`src/rtl/timer_pkg.sv`:
```
package timer_pkg;
  localparam int REG_W     = 32;
  localparam int EN_BIT    = 31;
  localparam int PER_BIT   = 30;
  localparam int CLR_BIT   = 30;
  localparam int OFS_PRE   = 0;
  localparam int OFS_STA   = 4;
  localparam int MAX_CNT_W = 29;

  typedef struct packed {
    logic en;
    logic per;
  } mode_t;
endpackage

```
`src/rtl/timer_regif.sv`:
```
module timer_regif
  import timer_pkg::*;
#(
  parameter int ADDR_W    = 8,
  parameter int BASE_ADDR = 0,
  parameter int CNT_W     = 29
) (
  input  logic              clk,
  input  logic              rst_n,
  input  logic              reg_wr,
  input  logic [ADDR_W-1:0] reg_addr,
  input  logic [REG_W-1:0]  reg_wdata,
  input  mode_t             cur_mode,
  input  logic [CNT_W-1:0]  preset_cnt,
  input  logic [CNT_W-1:0]  count,
  input  logic              irq,
  output logic              load,
  output mode_t             load_mode,
  output logic [CNT_W-1:0]  load_cnt,
  output logic              irq_clr,
  output logic [REG_W-1:0]  reg_rdata
);
  localparam logic [ADDR_W-1:0] A_PRE = ADDR_W'(BASE_ADDR + OFS_PRE);
  localparam logic [ADDR_W-1:0] A_STA = ADDR_W'(BASE_ADDR + OFS_STA);

  logic sel_pre, sel_sta;

  assign sel_pre       = (reg_addr == A_PRE);
  assign sel_sta       = (reg_addr == A_STA);
  assign load          = reg_wr && sel_pre;
  assign load_mode.en  = reg_wdata[EN_BIT];
  assign load_mode.per = reg_wdata[PER_BIT];
  assign load_cnt      = reg_wdata[CNT_W-1:0];
  assign irq_clr       = reg_wr && sel_sta && reg_wdata[CLR_BIT];

  always_comb begin
    reg_rdata = '0;
    if (sel_pre) begin
      reg_rdata[EN_BIT]      = cur_mode.en;
      reg_rdata[PER_BIT]     = cur_mode.per;
      reg_rdata[CNT_W-1:0]   = preset_cnt;
    end else if (sel_sta) begin
      reg_rdata[CLR_BIT]     = irq;
      reg_rdata[CNT_W-1:0]   = count;
    end
  end

  // a write outside the window must not produce a load or a clear
  p_decode_r11: assert property (@(posedge clk) disable iff (!rst_n)
    (reg_wr && reg_addr != A_PRE && reg_addr != A_STA) |-> (!load && !irq_clr));
endmodule

```
`src/rtl/timer_core.sv`:
```
module timer_core
  import timer_pkg::*;
#(
  parameter int CNT_W = 29
) (
  input  logic             clk,
  input  logic             rst_n,
  input  logic             tick,
  input  logic             load,
  input  mode_t            load_mode,
  input  logic [CNT_W-1:0] load_cnt,
  output mode_t            mode,
  output logic [CNT_W-1:0] preset_cnt,
  output logic [CNT_W-1:0] count,
  output logic             expire
);
  localparam logic [CNT_W-1:0] ONE = CNT_W'(1);

  logic step, at_zero;

  assign at_zero = (count == '0);
  assign step    = mode.en && tick && !load;
  assign expire  = step && at_zero;

  always_ff @(posedge clk or negedge rst_n) begin
    if (!rst_n) begin
      mode       <= '0;
      preset_cnt <= '0;
      count      <= '0;
    end else if (load) begin
      mode       <= load_mode;
      preset_cnt <= load_cnt;
      count      <= load_cnt;
    end else if (step) begin
      if (!at_zero) begin
        count <= count - ONE;
      end else if (mode.per) begin
        count <= preset_cnt;
      end else begin
        mode.en <= 1'b0;
      end
    end
  end

  p_load_r12: assert property (@(posedge clk) disable iff (!rst_n)
    load |=> (count == $past(load_cnt)));
  p_dec_r3: assert property (@(posedge clk) disable iff (!rst_n)
    (mode.en && tick && !load && count != '0) |=> (count == $past(count) - ONE));
  p_hold_r3: assert property (@(posedge clk) disable iff (!rst_n)
    (!tick && !load) |=> $stable(count));
  p_oneshot_r5: assert property (@(posedge clk) disable iff (!rst_n)
    (expire && !mode.per) |=> (!mode.en && count == '0));
  p_reload_r6: assert property (@(posedge clk) disable iff (!rst_n)
    (expire && mode.per) |=> (mode.en && count == $past(preset_cnt)));
  p_idle_r7: assert property (@(posedge clk) disable iff (!rst_n)
    (!mode.en && !load) |=> ($stable(count) && !mode.en));
endmodule

```
`src/rtl/timer_irq.sv`:
```
module timer_irq (
  input  logic clk,
  input  logic rst_n,
  input  logic expire,
  input  logic clr,
  output logic irq
);
  always_ff @(posedge clk or negedge rst_n) begin
    if (!rst_n)      irq <= 1'b0;
    else if (expire) irq <= 1'b1;
    else if (clr)    irq <= 1'b0;
  end

  p_set_r4: assert property (@(posedge clk) disable iff (!rst_n)
    expire |=> irq);
  p_level_r9: assert property (@(posedge clk) disable iff (!rst_n)
    (irq && !clr) |=> irq);
  p_set_wins_r10: assert property (@(posedge clk) disable iff (!rst_n)
    (expire && clr) |=> irq);
  p_no_spurious_r4: assert property (@(posedge clk) disable iff (!rst_n)
    (!irq && !expire) |=> !irq);
endmodule

```
`src/rtl/tick_down_timer.sv`:
```
module tick_down_timer
  import timer_pkg::*;
#(
  parameter int ADDR_W    = 8,
  parameter int BASE_ADDR = 0,
  parameter int CNT_W     = MAX_CNT_W
) (
  input  logic              clk,
  input  logic              rst_n,
  input  logic              tick,
  input  logic              reg_wr,
  input  logic [ADDR_W-1:0] reg_addr,
  input  logic [31:0]       reg_wdata,
  output logic [31:0]       reg_rdata,
  output logic              irq
);
  logic             load, irq_clr, expire;
  mode_t            load_mode, mode;
  logic [CNT_W-1:0] load_cnt, preset_cnt, count;

  timer_regif #(.ADDR_W(ADDR_W), .BASE_ADDR(BASE_ADDR), .CNT_W(CNT_W)) u_regif (
    .clk(clk), .rst_n(rst_n), .reg_wr(reg_wr), .reg_addr(reg_addr),
    .reg_wdata(reg_wdata), .cur_mode(mode), .preset_cnt(preset_cnt),
    .count(count), .irq(irq), .load(load), .load_mode(load_mode),
    .load_cnt(load_cnt), .irq_clr(irq_clr), .reg_rdata(reg_rdata)
  );

  timer_core #(.CNT_W(CNT_W)) u_core (
    .clk(clk), .rst_n(rst_n), .tick(tick), .load(load),
    .load_mode(load_mode), .load_cnt(load_cnt), .mode(mode),
    .preset_cnt(preset_cnt), .count(count), .expire(expire)
  );

  timer_irq u_irq (
    .clk(clk), .rst_n(rst_n), .expire(expire), .clr(irq_clr), .irq(irq)
  );

  // a preset write is visible on the preset port at the next edge
  p_preset_r2: assert property (@(posedge clk) disable iff (!rst_n)
    load |=> (preset_cnt == $past(reg_wdata[CNT_W-1:0])));
endmodule

```
`config.mk`:
```
export PLATFORM = sky130hd
export DESIGN_NAME = tick_down_timer
export DESIGN_NICKNAME = d
export VERILOG_FILES = /design/src/rtl/timer_pkg.sv /design/src/rtl/timer_regif.sv /design/src/rtl/timer_core.sv /design/src/rtl/timer_irq.sv /design/src/rtl/tick_down_timer.sv
export SDC_FILE = /design/constraint.sdc
export NUM_CORES = 1
export LEC_CHECK = 0
export BUFFER_PORTS_ARGS = -buffer_cell sky130_fd_sc_hd__buf_2
export CAP_MARGIN = 20
export CORE_MARGIN = 5
export CORE_UTILIZATION = 24
export CTS_CLUSTER_SIZE = 25
export DETAILED_ROUTE_END_ITERATION = 12
export GPL_TIMING_DRIVEN = 0
export SYNTH_ARGS = -nofsm -noshare
export SYNTH_HDL_FRONTEND = slang
export SYNTH_HIERARCHICAL = 1
export SYNTH_SLANG_ARGS = --single-unit
```
`constraint.sdc`:
```
create_clock -name clk -period 3.7 [get_ports clk]
set_input_delay 0 -clock clk [delete_from_list [all_inputs] [get_ports clk]]
set_output_delay 0 -clock clk [all_outputs]
set_load 0.02 [all_outputs]
```
## Yosys cells after proc, flatten, opt, wreduce, memory -nomap -nowiden

Cells that the tools add are included.
W data, S select, Z words.

| storage, ports and cells | value |
|---|---|
| flip-flop bits (word level) | 61 |
| output and inout bits | 33 |
| word-level logic and storage cells | 38 |

| operators by class | value |
|---|---|
| add/sub/neg operators | 1 |
| eq/ne operators | 3 |
| multiplexer cells | 15 |
| reductions and logical operators | 14 |

Operator list:

| kind | count |
|---|---|
| $mux W29 | 6 |
| $logic_not A29 Y1 | 1 |
| $sub A29 B1 Y29 const B | 1 |
| $mux W1 | 9 |
| $eq A8 B3 Y1 const B | 1 |
| $logic_not A8 Y1 | 1 |
| $logic_and A1 B1 Y1 | 6 |
| $reduce_bool A2 Y1 | 3 |
| $ne A3 B1 Y1 const B | 1 |
| $reduce_and A3 Y1 | 1 |
| $ne A2 B1 Y1 const B | 1 |
| $reduce_and A2 Y1 | 1 |
| $logic_not A1 Y1 | 1 |

## Depth between registers and ports, before layout

| depth | value |
|---|---|
| word-level depth | 6 |
| mapped depth | 9 |
| depth with buffers taken out | 8 |

## Modules after synthesis

Netlist, hierarchy kept.

Modules (own cells, without submodules):

| module | instances | cells an instance | area an instance (um^2) | sequential area each (um^2) |
|---|---|---|---|---|
| timer_core | 1 | 376 | 3423.3 | 1501.4 |
| timer_regif | 1 | 113 | 983.4 | 0.0 |
| timer_irq | 1 | 3 | 36.3 | 25.0 |

## Worst setup path after synthesis

OpenSTA, ideal clock, no wires.

| path | value |
|---|---|
| path kind | flip-flop to flip-flop |
| start | reg u_core.count[0] |
| end | reg u_core.count[7] |
| arrival time | 2457 ps |
| setup slack | 1121 ps |
| cell stages (with the launch flop) | 9 |
| period minus slack after synthesis | 2579 ps |
| path through | dfrtp_1 > inv_1 > ha_1 > or4b_2 > or4_4 > nor3_4 > buf_6 > o211ai_1 > a32o_1 |

| on the way | value |
|---|---|
| word-level cells in the longest chain between the ends | 4 |
| elaborated cells on any way between the ends | 7 |
| those cells by class | add/sub (1); eq/ne (1); mux (3); reduce/logical (2) |

Ends and longest elaborated chain:

| element | RTL line | source |
|---|---|---|
| from (decl) | timer_core.sv:14 | `output logic [CNT_W-1:0] count,` |
| from (signal assigned) | timer_core.sv:33 | `count <= load_cnt;` |
| from (signal assigned) | timer_core.sv:36 | `count <= count - ONE;` |
| from (signal assigned) | timer_core.sv:38 | `count <= preset_cnt;` |
| $sub A29 B1 Y29 or $logic_not A29 Y1 (tied branches) | timer_core.sv:36, timer_core.sv:21 |  |
| $mux W29 | timer_core.sv:35 | `if (!at_zero) begin` |
| $mux W29 | timer_core.sv:34 | `end else if (step) begin` |
| $mux W29 | timer_core.sv:30 | `end else if (load) begin` |

Parallel ways exist; a longest one is shown, timed or not. The select of a mux whose other input is x is not followed.
A chain may end at the register's enable or synchronous reset.

## Worst setup path after layout

| path | value |
|---|---|
| start | reg u_core.count[3] |
| end | reg u_core.count[20] |

Same word-level chain as after synthesis.

==> key figures <==
Clock network
  – Clk buf depth: 2
  – Num CTS Buffers: 9
  – Clock Latency Late Sink: 0.34 ns
  – TritonCTS clock tree: built
  – # Post-CTS Setup Buffers: 0
  – Clk sinks: 61
  – Reg clk slew, reported paths: 0.05 ns
  – CTS Root Cell: clkbuf_16
  – CTS H-tree lvls: 3

STA
  – Final setup fails: 0
  – Worst hold slack: 0.0906 ns
  – Final Hold Fails: 0
  – Final worst slack: 0.619 ns
  – Worst-Margin Slew: 1.00 ns
  – Period utilization: 83.3%
  – Setup TNS: 0 ns
  – Fin crit period: 3.08 ns
  – Final Slew Violations: 0
  – Clock skew: 0.00862 ns
  – Max Fclk: 0.325 GHz
  – Slew HR: 32.8%
  – RSZ-0062 raised after global routing: false

Detailed routing
  – DR vias: 4134
  – DRT Wirelength: 15.5 mm
  – DR vias/cell: 5.08
  – Iteration-0 DRC Markers: 296
  – Routed length per instance: 19.0 µm
  – Remaining DRCs: 0
  – First-pass DRT Iterations: 5
  – Post-route ant nets: 0

Run
  – Max-Cap Viols: 0

Setup path
  – Crit Reg-Reg Endpoint: u_core/count[20]
  – RR Startpoint: u_core/count[3]
  – R2R setup slack: 0.62 ns
  – Crit Path Class: flop to flop
  – Crit start category: flop
  – Required time worst endpoint: 3.95 ns
  – Critical Path Start: u_core/count[3]
  – CP max stage delay: 0.55 ns
  – Worst Path Buf+Inv: 2
  – Cell count of the worst reg-to-reg path: 8
  – CP max stage cell: or4_1
  – Worst Path Max Fanout: 10
  – CP endpoint: u_core/count[20]
  – Worst-path cell chain: or4_1 -> buf_2 -> nor4_4 -> nand4_1 -> clkbuf_1 -> o22ai_1 -> a21oi_1 -> o22ai_1
  – CP dominant cell by count: o22ai_1
  – Stages on the worst setup path: 8
  – CP arrival: 3.33 ns
  – Top delay family on crit path: simple AND/OR/NAND/NOR gates
  – Worst setup EP type: flop

Placed design
  – Routability Congestion: 0.943
  – Dpl ws: 0.361 ns
  – Buffers on Ports: 43
  – DP HPWL: 11.4 mm
  – Placed cells: 766

Global route
  – Number of global-route vias before repair: 4207
  – Global route overflow: 0
  – Gr usage total: 14.5%
  – Initial antenna violation count: 0
  – Largest net degree at the start of global routing: 62
  – First-pass GRT wire length: 24.4 mm

Yosys
  – Sequential share of the synthesized area: 34.4%
  – Avg Inst Size Synth: 9.03 µm²
  – Cell Area, Synth: 0.00444 mm²
  – Syn nets: 537
  – Synth warn: 6
  – Number of flops mapped to enable cells by yosys: 0
  – #FFs+latches synth: 61
  – Post-synthesis cell count: 492
  – Share of flip-flops with an asynchronous set or reset: 100%
  – Post-synth cell types: 60
  – Top FF cell, synth: dfrtp_1

Cells and area
  – Multi-input gate area: 0.00239 mm²
  – Register Area: 0.00153 mm²
  – Synthesis-to-finish area growth: 24.6%
  – Fill cells: 1923
  – Share of layout cells above drive strength 1: 28.4%
  – Finished Layout Cells: 813
  – # diodes: 0
  – Layout Nets: 625

Pwr
  – P_leak: 2.42 nW
  – Power Total: 1.93 mW
  – Pwr dens: 349 mW/mm²
  – Worst vdd ir: 0.207 mV

Floorplan
  – Die ar.: 0.0213 mm²
  – Starting Density: 24.6%
  – # rows: 49
  – Die Wd: 146 µm
  – Io pins: 77
  – CORE AREA: 0.0181 mm²
  – Chip height: 146 µm

Hold path
  – Worst min path class: primary input to flop

Run status
  – Outcome: finished, final reports clean
[placed cells by master, fill, tap and decap left out, drive strengths merged, types with 27 or more instances in the layout]
cell,instances
nor3,48
nand2,27
clkbuf,30
buf,98
dfrtp,61
nor2,30
dlygate4sd3,32
o21ai,45
mux2i,30
[metrics by stage]
stage          instance area [µm²]  util (%)
4_1_cts                       5540      30.6
6_report                      5540      30.6
3_5_place_dp                  4960      27.4
2_1_floorplan                 4440         -
5_1_grt                       5540      30.6
3_3_place_gp                  4940      27.3
[how the worst min path moves through the flow]
stage                  startpoint              endpoint  slack (ns)  cells past startpoint
finish                     reg_wr             u_irq/irq        0.09                      5
global route               reg_wr             u_irq/irq        0.14                      5
CTS                        reg_wr             u_irq/irq        0.08                      5
detailed placement          rst_n  u_core/preset_cnt[1]        0.16                      1
global placement    reg_wdata[31]        u_core/mode[1]        0.21                      3
floorplan                   rst_n       u_core/count[0]       -0.30                      0
[cell usage after synthesis (4+ instances only)]
cell type / n / share of area, %
dfrtp_1: 61 / 34
o21ai_0: 45 / 5.1
buf_4: 33 / 5.6
mux2i_1: 30 / 6.8
nor2_1: 30 / 2.5
nor3_2: 30 / 6.8
nand2_1: 27 / 2.3
inv_1: 20 / 1.7
a21oi_1: 19 / 2.1
mux2_2: 18 / 4.6
clkbuf_1: 17 / 1.4
nor3_1: 17 / 1.9
a211oi_1: 9 / 1.5
buf_2: 9 / 1.0
or4_1: 9 / 1.5
nor4_1: 8 / 1.1
nand3_1: 7 / 0.79
o211ai_1: 7 / 1.2
or3_1: 7 / 0.99
a31oi_1: 5 / 0.70
buf_1: 5 / 0.42
nand4_1: 5 / 0.70
or2_2: 5 / 0.70
a21o_1: 4 / 0.68
a32o_1: 4 / 0.90
and3_1: 4 / 0.56
o2bb2ai_1: 4 / 0.79
[logic make-up after synthesis]
logic type / count (synthesis) / synth area share [%]
multiplexers: 48 / 11.3
AO/OA/AOI/OAI: 125 / 18.6
AND/OR/NAND/NOR: 163 / 22.8
buffers and inverters: 90 / 11.9
other: 1 / 0.0844
adder cells (fa/ha/maj): 1 / 0.282
XOR/XNOR: 3 / 0.591
flip-flops: 61 / 34.4
[final cells by class]
type | instances | area share (%)
flip-flops and latches | 61 | 27.6
plain buffers | 70 | 8.20
repair buffers | 77 | 9.90
clock inverters | 2 | 0.181
inverters | 20 | 1.36
multi-input cells | 341 | 43.1
well taps | 229 | 5.17
clock buffers | 13 | 4.52
[layer usage]
metal  track usage [%]  part of all wire [%]  wire [µm]  vias to the layer above
li1                  -                     -          -                     1961
met1              19.6                    46       7060                     2016
met2              23.1                    47       7290                      133
met3              2.63                   4.8        739                       24
met4              5.83                   2.6        398                        0
met5                 0                     0          0                        -
[power breakdown]
group          switching (mW)  total (mW)  internal, mW
clock network           0.295       0.761         0.465
logic                   0.205       0.385         0.179
registers              0.0635       0.785         0.721
[state kept, by name, summed over array words and instances, names as in the netlist]
register,count
u_core/count,29
u_core/preset_cnt,29
u_core/mode,2
u_irq/irq,1
[worst reg2reg max path: stages, from the launching register on]
cell	delay [ns]
dfrtp_1	0.44
or4_1	0.55
buf_2	0.19
nor4_4	0.32
nand4_1	0.51
clkbuf_1	0.47
o22ai_1	0.20
a21oi_1	0.12
o22ai_1	0.19
[what timing repair did]
item,in CTS,in global routing
hold buffers,32,0
hold endpoints to repair,103,0
resized for setup,0,0
endpoints found under the setup margin,0,0
(Power assumes the default switching activity.)
